$ cat src/rtl/acc_alu_pkg.sv
// Package: shared widths, operation codes and the flag/result bundle for the
// accumulator ALU. Assumes an 8-bit datapath split into two nibbles.
package acc_alu_pkg;
    localparam int DW = 8;
    localparam int NW = DW / 2;

    typedef enum logic [3:0] {
        OP_ORA  = 4'd0,
        OP_AND  = 4'd1,
        OP_EOR  = 4'd2,
        OP_ADC  = 4'd3,
        OP_SBC  = 4'd4,
        OP_CMP  = 4'd5,
        OP_CPX  = 4'd6,
        OP_ASL  = 4'd7,
        OP_LSR  = 4'd8,
        OP_ROL  = 4'd9,
        OP_ROR  = 4'd10,
        OP_BIT  = 4'd11,
        OP_ANC  = 4'd12,
        OP_ALR  = 4'd13,
        OP_AXS  = 4'd14,
        OP_PASS = 4'd15
    } op_e;

    typedef struct packed {
        logic [DW-1:0] res;
        logic          n;
        logic          v;
        logic          z;
        logic          c;
    } flags_t;
endpackage

$ cat src/rtl/alu_bitops.sv
// Module: logical, shift/rotate, bit-test and combined AND operations.
// Purely combinational. Assumes shifts act on the operand port; ops it does
// not own return A with the incoming flags unchanged.
module alu_bitops
    import acc_alu_pkg::*;
(
    input  op_e           op,
    input  logic [DW-1:0] acc,
    input  logic [DW-1:0] opnd,
    input  logic          c_in,
    input  logic          v_in,
    output flags_t        o
);
    logic [DW-1:0] anded;

    assign anded = acc & opnd;

    // Select the result byte and carry for the owned operation.
    always_comb begin
        o.res = acc;
        o.c   = c_in;
        o.v   = v_in;
        case (op)
            OP_ORA:  o.res = acc | opnd;
            OP_AND:  o.res = anded;
            OP_EOR:  o.res = acc ^ opnd;
            OP_PASS: o.res = opnd;
            OP_ASL:  begin o.res = {opnd[DW-2:0], 1'b0}; o.c = opnd[DW-1]; end
            OP_LSR:  begin o.res = {1'b0, opnd[DW-1:1]}; o.c = opnd[0];    end
            OP_ROL:  begin o.res = {opnd[DW-2:0], c_in}; o.c = opnd[DW-1]; end
            OP_ROR:  begin o.res = {c_in, opnd[DW-1:1]}; o.c = opnd[0];    end
            OP_ANC:  begin o.res = anded; o.c = anded[DW-1]; end
            OP_ALR:  begin o.res = {1'b0, anded[DW-1:1]}; o.c = anded[0]; end
            OP_BIT:  begin o.res = acc; o.v = opnd[DW-2]; end
            default: o.res = acc;
        endcase
    end

    // Derive N and Z; bit-test takes them from the operand and the AND.
    always_comb begin
        if (op == OP_BIT) begin
            o.n = opnd[DW-1];
            o.z = (anded == '0);
        end else begin
            o.n = o.res[DW-1];
            o.z = (o.res == '0);
        end
    end
endmodule

$ cat src/rtl/alu_adder.sv
// Module: add/subtract with carry, binary and (optionally) decimal.
// Subtraction adds the inverted operand. When DEC_EN is 0 the decimal
// correction is not built and the decimal flag has no effect.
module alu_adder
    import acc_alu_pkg::*;
#(
    parameter bit DEC_EN = 1'b1
) (
    input  logic          sub,
    input  logic [DW-1:0] acc,
    input  logic [DW-1:0] opnd,
    input  logic          c_in,
    input  logic          d_in,
    output flags_t        o
);
    localparam int EW = DW + 2;                 // headroom for corrections
    localparam logic [EW-1:0] TEN    = EW'(10);
    localparam logic [EW-1:0] SIX    = EW'(6);
    localparam logic [EW-1:0] NMASK  = EW'((1 << NW) - 1);
    localparam logic [EW-1:0] NCARRY = EW'(1 << NW);
    localparam logic [EW-1:0] HI_LIM = EW'(10 << NW);
    localparam logic [EW-1:0] HI_ADJ = EW'(6 << NW);

    logic [DW-1:0] b_eff;
    logic [DW:0]   bin_sum;
    logic          bin_v;
    logic [DW-1:0] dadd_res, dsub_res;
    logic          dadd_n, dadd_v, dadd_c;
    logic          use_dec;

    assign b_eff   = sub ? ~opnd : opnd;
    assign bin_sum = {1'b0, acc} + {1'b0, b_eff} + {{DW{1'b0}}, c_in};
    assign bin_v   = ~(acc[DW-1] ^ b_eff[DW-1]) & (acc[DW-1] ^ bin_sum[DW-1]);
    assign use_dec = d_in & DEC_EN;

    generate
        if (DEC_EN) begin : g_dec
            logic [EW-1:0] lo, lo_f, hi, hi_f;
            logic [EW-1:0] slo, slo_f, shi, shi_f;
            logic          dec_unused;

            // Decimal add: correct low nibble, take N/V, then correct high part.
            always_comb begin
                lo   = EW'(acc[NW-1:0]) + EW'(opnd[NW-1:0]) + EW'(c_in);
                lo_f = (lo >= TEN) ? (((lo + SIX) & NMASK) + NCARRY) : lo;
                hi   = EW'({acc[DW-1:NW], {NW{1'b0}}}) + EW'({opnd[DW-1:NW], {NW{1'b0}}}) + lo_f;
                hi_f = (hi >= HI_LIM) ? (hi + HI_ADJ) : hi;
            end
            assign dadd_n   = hi[DW-1];
            assign dadd_v   = ~(acc[DW-1] ^ opnd[DW-1]) & (acc[DW-1] ^ hi[DW-1]);
            assign dadd_c   = (hi_f[EW-1:DW] != '0);
            assign dadd_res = hi_f[DW-1:0];

            // Decimal subtract in two's complement; a set top bit means negative.
            always_comb begin
                slo   = EW'(acc[NW-1:0]) - EW'(opnd[NW-1:0]) + EW'(c_in) - EW'(1);
                slo_f = slo[EW-1] ? (((slo - SIX) & NMASK) - NCARRY) : slo;
                shi   = EW'({acc[DW-1:NW], {NW{1'b0}}}) - EW'({opnd[DW-1:NW], {NW{1'b0}}}) + slo_f;
                shi_f = shi[EW-1] ? (shi - HI_ADJ) : shi;
            end
            assign dsub_res   = shi_f[DW-1:0];
            assign dec_unused = ^shi_f[EW-1:DW];
        end else begin : g_bin
            assign dadd_res = bin_sum[DW-1:0];
            assign dsub_res = bin_sum[DW-1:0];
            assign dadd_n   = bin_sum[DW-1];
            assign dadd_v   = bin_v;
            assign dadd_c   = bin_sum[DW];
        end
    endgenerate

    // Choose binary, decimal-add or decimal-subtract outputs.
    always_comb begin
        o.res = bin_sum[DW-1:0];
        o.n   = bin_sum[DW-1];
        o.v   = bin_v;
        o.z   = (bin_sum[DW-1:0] == '0);
        o.c   = bin_sum[DW];
        if (use_dec && !sub) begin
            o.res = dadd_res;
            o.n   = dadd_n;
            o.v   = dadd_v;
            o.c   = dadd_c;
        end else if (use_dec && sub) begin
            o.res = dsub_res;
        end
    end
endmodule

$ cat src/rtl/alu_compare.sv
// Module: register-minus-operand for compares and the A-AND-X subtract.
// Carry in is never used; no_borrow set means the register was >= operand.
module alu_compare
    import acc_alu_pkg::*;
(
    input  logic          use_x,
    input  logic          use_ax,
    input  logic [DW-1:0] acc,
    input  logic [DW-1:0] xreg,
    input  logic [DW-1:0] opnd,
    output logic [DW-1:0] diff,
    output logic          no_borrow
);
    logic [DW-1:0] lhs;

    // Pick the left-hand side and subtract by inverted-operand addition.
    always_comb begin
        if (use_ax)     lhs = acc & xreg;
        else if (use_x) lhs = xreg;
        else            lhs = acc;
        {no_borrow, diff} = {1'b0, lhs} + {1'b0, ~opnd} + {{DW{1'b0}}, 1'b1};
    end
endmodule

$ cat src/rtl/acc_alu.sv
// Module: top of the accumulator ALU. Routes the operation to the logic,
// adder or compare unit and registers result, X result and flags.
// Assumes the sequencer routes A (shift) or Y (compare) onto the ports.
module acc_alu
    import acc_alu_pkg::*;
#(
    parameter bit DEC_EN = 1'b1
) (
    input  logic          clk,
    input  logic          rst_n,
    input  logic [3:0]    op_i,
    input  logic [7:0]    acc_i,
    input  logic [7:0]    xreg_i,
    input  logic [7:0]    opnd_i,
    input  logic          c_i,
    input  logic          v_i,
    input  logic          d_i,
    output logic [7:0]    res_o,
    output logic [7:0]    xres_o,
    output logic          n_o,
    output logic          v_o,
    output logic          z_o,
    output logic          c_o
);
    op_e           op;
    flags_t        bit_o, add_o, nxt;
    logic [DW-1:0] cmp_diff, x_nxt;
    logic          cmp_c;

    assign op = op_e'(op_i);

    alu_bitops u_bitops (
        .op   (op),
        .acc  (acc_i),
        .opnd (opnd_i),
        .c_in (c_i),
        .v_in (v_i),
        .o    (bit_o)
    );

    alu_adder #(.DEC_EN(DEC_EN)) u_adder (
        .sub  (op == OP_SBC),
        .acc  (acc_i),
        .opnd (opnd_i),
        .c_in (c_i),
        .d_in (d_i),
        .o    (add_o)
    );

    alu_compare u_compare (
        .use_x     (op == OP_CPX),
        .use_ax    (op == OP_AXS),
        .acc       (acc_i),
        .xreg      (xreg_i),
        .opnd      (opnd_i),
        .diff      (cmp_diff),
        .no_borrow (cmp_c)
    );

    // Merge unit outputs into the next register value.
    always_comb begin
        x_nxt = xreg_i;
        case (op)
            OP_ADC, OP_SBC: nxt = add_o;
            OP_CMP, OP_CPX: nxt = '{res: acc_i, n: cmp_diff[DW-1], v: v_i,
                                    z: (cmp_diff == '0), c: cmp_c};
            OP_AXS: begin
                nxt   = '{res: acc_i, n: cmp_diff[DW-1], v: v_i,
                          z: (cmp_diff == '0), c: cmp_c};
                x_nxt = cmp_diff;
            end
            default: nxt = bit_o;
        endcase
    end

    // Output registers with synchronous active-low reset.
    always_ff @(posedge clk) begin
        if (!rst_n) begin
            res_o  <= '0;
            xres_o <= '0;
            n_o    <= 1'b0;
            v_o    <= 1'b0;
            z_o    <= 1'b0;
            c_o    <= 1'b0;
        end else begin
            res_o  <= nxt.res;
            xres_o <= x_nxt;
            n_o    <= nxt.n;
            v_o    <= nxt.v;
            z_o    <= nxt.z;
            c_o    <= nxt.c;
        end
    end
endmodule

$ cat config.mk
export PLATFORM = sky130hd
export DESIGN_NAME = acc_alu
export DESIGN_NICKNAME = d
export VERILOG_FILES = /design/src/rtl/acc_alu_pkg.sv /design/src/rtl/alu_bitops.sv /design/src/rtl/alu_adder.sv /design/src/rtl/alu_compare.sv /design/src/rtl/acc_alu.sv
export SDC_FILE = /design/constraint.sdc
export NUM_CORES = 1
export LEC_CHECK = 0
export ABC_AREA = 1
export BUFFER_PORTS_ARGS = -buffer_cell sky130_fd_sc_hd__buf_2
export CELL_PAD_IN_SITES_DETAIL_PLACEMENT = 0
export CELL_PAD_IN_SITES_GLOBAL_PLACEMENT = 2
export CORE_ASPECT_RATIO = 1.2
export CORE_MARGIN = 3
export CORE_UTILIZATION = 34
export CTS_CLUSTER_SIZE = 30
export DETAILED_ROUTE_END_ITERATION = 12
export PLACE_DENSITY_LB_ADDON = 0.1
export SLEW_MARGIN = 40
export SYNTH_ARGS = -nofsm -noshare
export SYNTH_HDL_FRONTEND = slang
export SYNTH_SLANG_ARGS = --single-unit
$ cat constraint.sdc
create_clock -name clk -period 6.9 [get_ports clk]
set_clock_uncertainty 0.1 [all_clocks]
set_input_delay 0.345 -clock clk [delete_from_list [all_inputs] [get_ports clk]]
set_output_delay 0.345 -clock clk [all_outputs]
set_load 0.01 [all_outputs]
==> results.sh <==
export IMPL_rows=43
export IMPL_grt_max_degree=17
export IMPL_syn2layout_area_growth_pct=12.4
export IMPL_status="finished, final reports clean"
export IMPL_wl_met2_um=7250
export IMPL_crit_path_end_kind="register"
export IMPL_cpLargestDelayFamily="adder cells"
export IMPL_grt_pass1_wl_um=23500
export IMPL_cp_max_fo=8
export IMPL_relSlewSlack_pct=46.8
export IMPL_crit_arrival_ps=3910
export IMPL_synthCells=669
export IMPL_route_met3_wl_um=603
export IMPL_fp_dieW_um=106
export IMPL_ys_flop_type="dfxtp_1"
export IMPL_drt_iter0_drc=271
export IMPL_ys_ff_latch=20
export IMPL_wl_um=14800
export IMPL_path_buf_inv=3
export IMPL_initial_core_util_pct=35.1
export IMPL_syn_nets=767
export IMPL_gp_congestion=0.877
export IMPL_routedWlPerCell_um=17.0
export IMPL_layout_drive_gt1_share_pct=12.7
export IMPL_cts_root_buffer="clkbuf_16"
export IMPL_cts_buffers=3
export IMPL_cts_setup_buffers=0
export IMPL_leakagePower_nw=2.46
export IMPL_first_pass_iters=5
export IMPL_worst_ep_required_time_ps=6920
export IMPL_pin_count=53
export IMPL_fin_crit_ps=3880
export IMPL_synth_largest_type_area_fraction_pct=17.1
export IMPL_clock_path_buffers=2
export IMPL_drc=0
export IMPL_drv_cap=0
export IMPL_final_common_cell="nand2_1"
export IMPL_cts_resized=0
export IMPL_rsz0062_at_grt="no"
export IMPL_cts_reportedPaths_clkPinSlew_ps=70
export IMPL_post_route_period_util_pct=56.3
export IMPL_finalSetupViolations=0
export IMPL_crit_path_start_kind="input port"
export IMPL_yosys_area_top_type="ha_1"
export IMPL_synth_area_per_cell_sq_um=6.12
export IMPL_fp_dieH_um=126
export IMPL_synth_enable_flop_cells=0
export IMPL_overflow=0
export IMPL_route_layer_met1_wl_um=6640
export IMPL_utilization_pct=39.4
export IMPL_synthArstFlopShare_pct=0
export IMPL_worst_slew_pin_slew_ps=795
export IMPL_highest_layer="met4"
export IMPL_die_area_sq_um=13400
export IMPL_worstSetupPathType="in -> reg"
export IMPL_vias=4491
export IMPL_ctsHtreeMaxLevel=1
export IMPL_ys_warnings_count=0
export IMPL_cpPeakStageDelay_ps=530
export IMPL_hold_path_class="in -> reg"
export IMPL_yosys_top_cells_area="ha_1 (17%), nand2_1 (16%), dfxtp_1 (9.8%), inv_1 (8.3%), nand3_1 (6.7%)"
export IMPL_dpl_hpwl_um=12400
export IMPL_ys_types=48
export IMPL_path_cells="buf_2, inv_1, ha_1, inv_2, a21oi_1, nand2_1, nand2_1, nand4_1, ha_1, or2_2, ha_1, fa_1, xor2_1, ha_1, xnor2_1, nand3_1, nand2_1, nand2_1, nand3_1, a21oi_1"
export IMPL_cts_num_sinks=20
export IMPL_antenna_found_initial=0
export IMPL_powerDensity_nw_per_um2=161
export IMPL_detail_route_antenna_nets=0
export IMPL_max_freq_ghz=0.257
export IMPL_final_nets=816
export IMPL_hold_viol_final=0
export IMPL_cts_tree="built"
export IMPL_antenna_cells=0
export IMPL_via_per_inst=5.14
export IMPL_cp_slowest_cell="ha_1"
export IMPL_cts_hold_fix_buffers=0
export IMPL_io_buffers=52
export IMPL_syn_cell_area_sq_um=4090
export IMPL_core_sq_um=11700
export IMPL_grt_pass1_vias=4364
export IMPL_most_common_layout_cells="nand2_1 (179), inv_1 (90), nor2_1 (59)"
export IMPL_maxSlewViolCount=0
export IMPL_max_vdd_ir_drop_mv=0.0855
export IMPL_grt_use_total_pct=22.3
export IMPL_fin_setup_tns_ps=0
export IMPL_yosysSeqAreaShare_pct=9.78
## registers in the layout (all words and copies together) (netlist names)
signal / cells
v_o: 1
xres_o: 8
res_o: 8
z_o: 1
c_o: 1
n_o: 1
## report_power, final
group,switching (mW),internal [mW],leakage (nW)
Combinational,0.279,0.158,2.24
Clock,0.0586,0.116,0.0511
Sequential,0.00229,0.126,0.166
Total,0.339,0.399,2.46
## synthesized netlist by cell type (2+ instances only)
cell type,instances
a21o_1,2
a21oi_1,41
a31oi_1,3
buf_2,2
buf_6,2
clkbuf_1,2
dfxtp_1,20
fa_1,9
ha_1,56
inv_1,90
inv_2,7
inv_4,2
nand2_1,179
nand2_2,5
nand3_1,55
nand3b_1,8
nand4_1,14
nor2_1,62
nor2_2,3
nor3_1,2
nor4_1,2
o211ai_1,5
o21ai_0,32
o21ai_2,2
o21bai_1,2
o22ai_1,9
or2_2,5
xnor2_1,9
xor2_1,20
## layout make-up
| cell class | instances | area (sq um) |
|---|---|---|
| tap | 157 | 196 |
| clock buffer | 3 | 75.1 |
| inverter | 100 | 382 |
| timing repair buffer | 52 | 260 |
| multi-input combinational | 541 | 3260 |
| fill | 1308 | 7070 |
| sequential | 20 | 400 |
| clock inverter | 1 | 30.0 |
## layer usage
layer,vias to the layer above,track usage [%]
li1,2280,-
met1,2079,28.4
met2,108,39.4
met3,24,2.56
met4,0,6.55
met5,-,0
## logic make-up (layout without fill, tap and decap cells)
group | count (synthesis) | after routing | share of synthesized area [%]
AND/OR/NAND/NOR | 341 | 341 | 36.6
buffers and inverters | 108 | 156 | 10.8
AO/OA/AOI/OAI | 106 | 106 | 15.0
adder cells (fa/ha/maj) | 65 | 65 | 21.5
XOR/XNOR | 29 | 29 | 6.21
flip-flops | 20 | 20 | 9.78
## stage by stage
stage / std cells / cell area, sq um / worst slack (ps) / hold WS [ps] / power [mW]
after CTS: 874 / 4600 / 3040 / 235 / 0.743
after floorplan: 669 / 4090 / 3260 / 383 / 0.447
after global routing: 874 / 4600 / 2710 / 263 / 0.808
after detailed placement: 870 / 4490 / 2750 / 521 / 0.566
final: 874 / 4600 / 3020 / 234 / 0.738
after global placement: 870 / 4490 / 2830 / 513 / 0.564
## path summary, 6_finish.rpt
path | start | endpoint | slack, ps | depth (start not counted)
worst min-delay path | xreg_i[7] | xres_o[7]$_SDFF_PN0_ | 230 | 3
worst max-delay path | opnd_i[2] | res_o[7]$_SDFF_PN0_ | 3020 | 20
(Power assumes the default switching activity.)
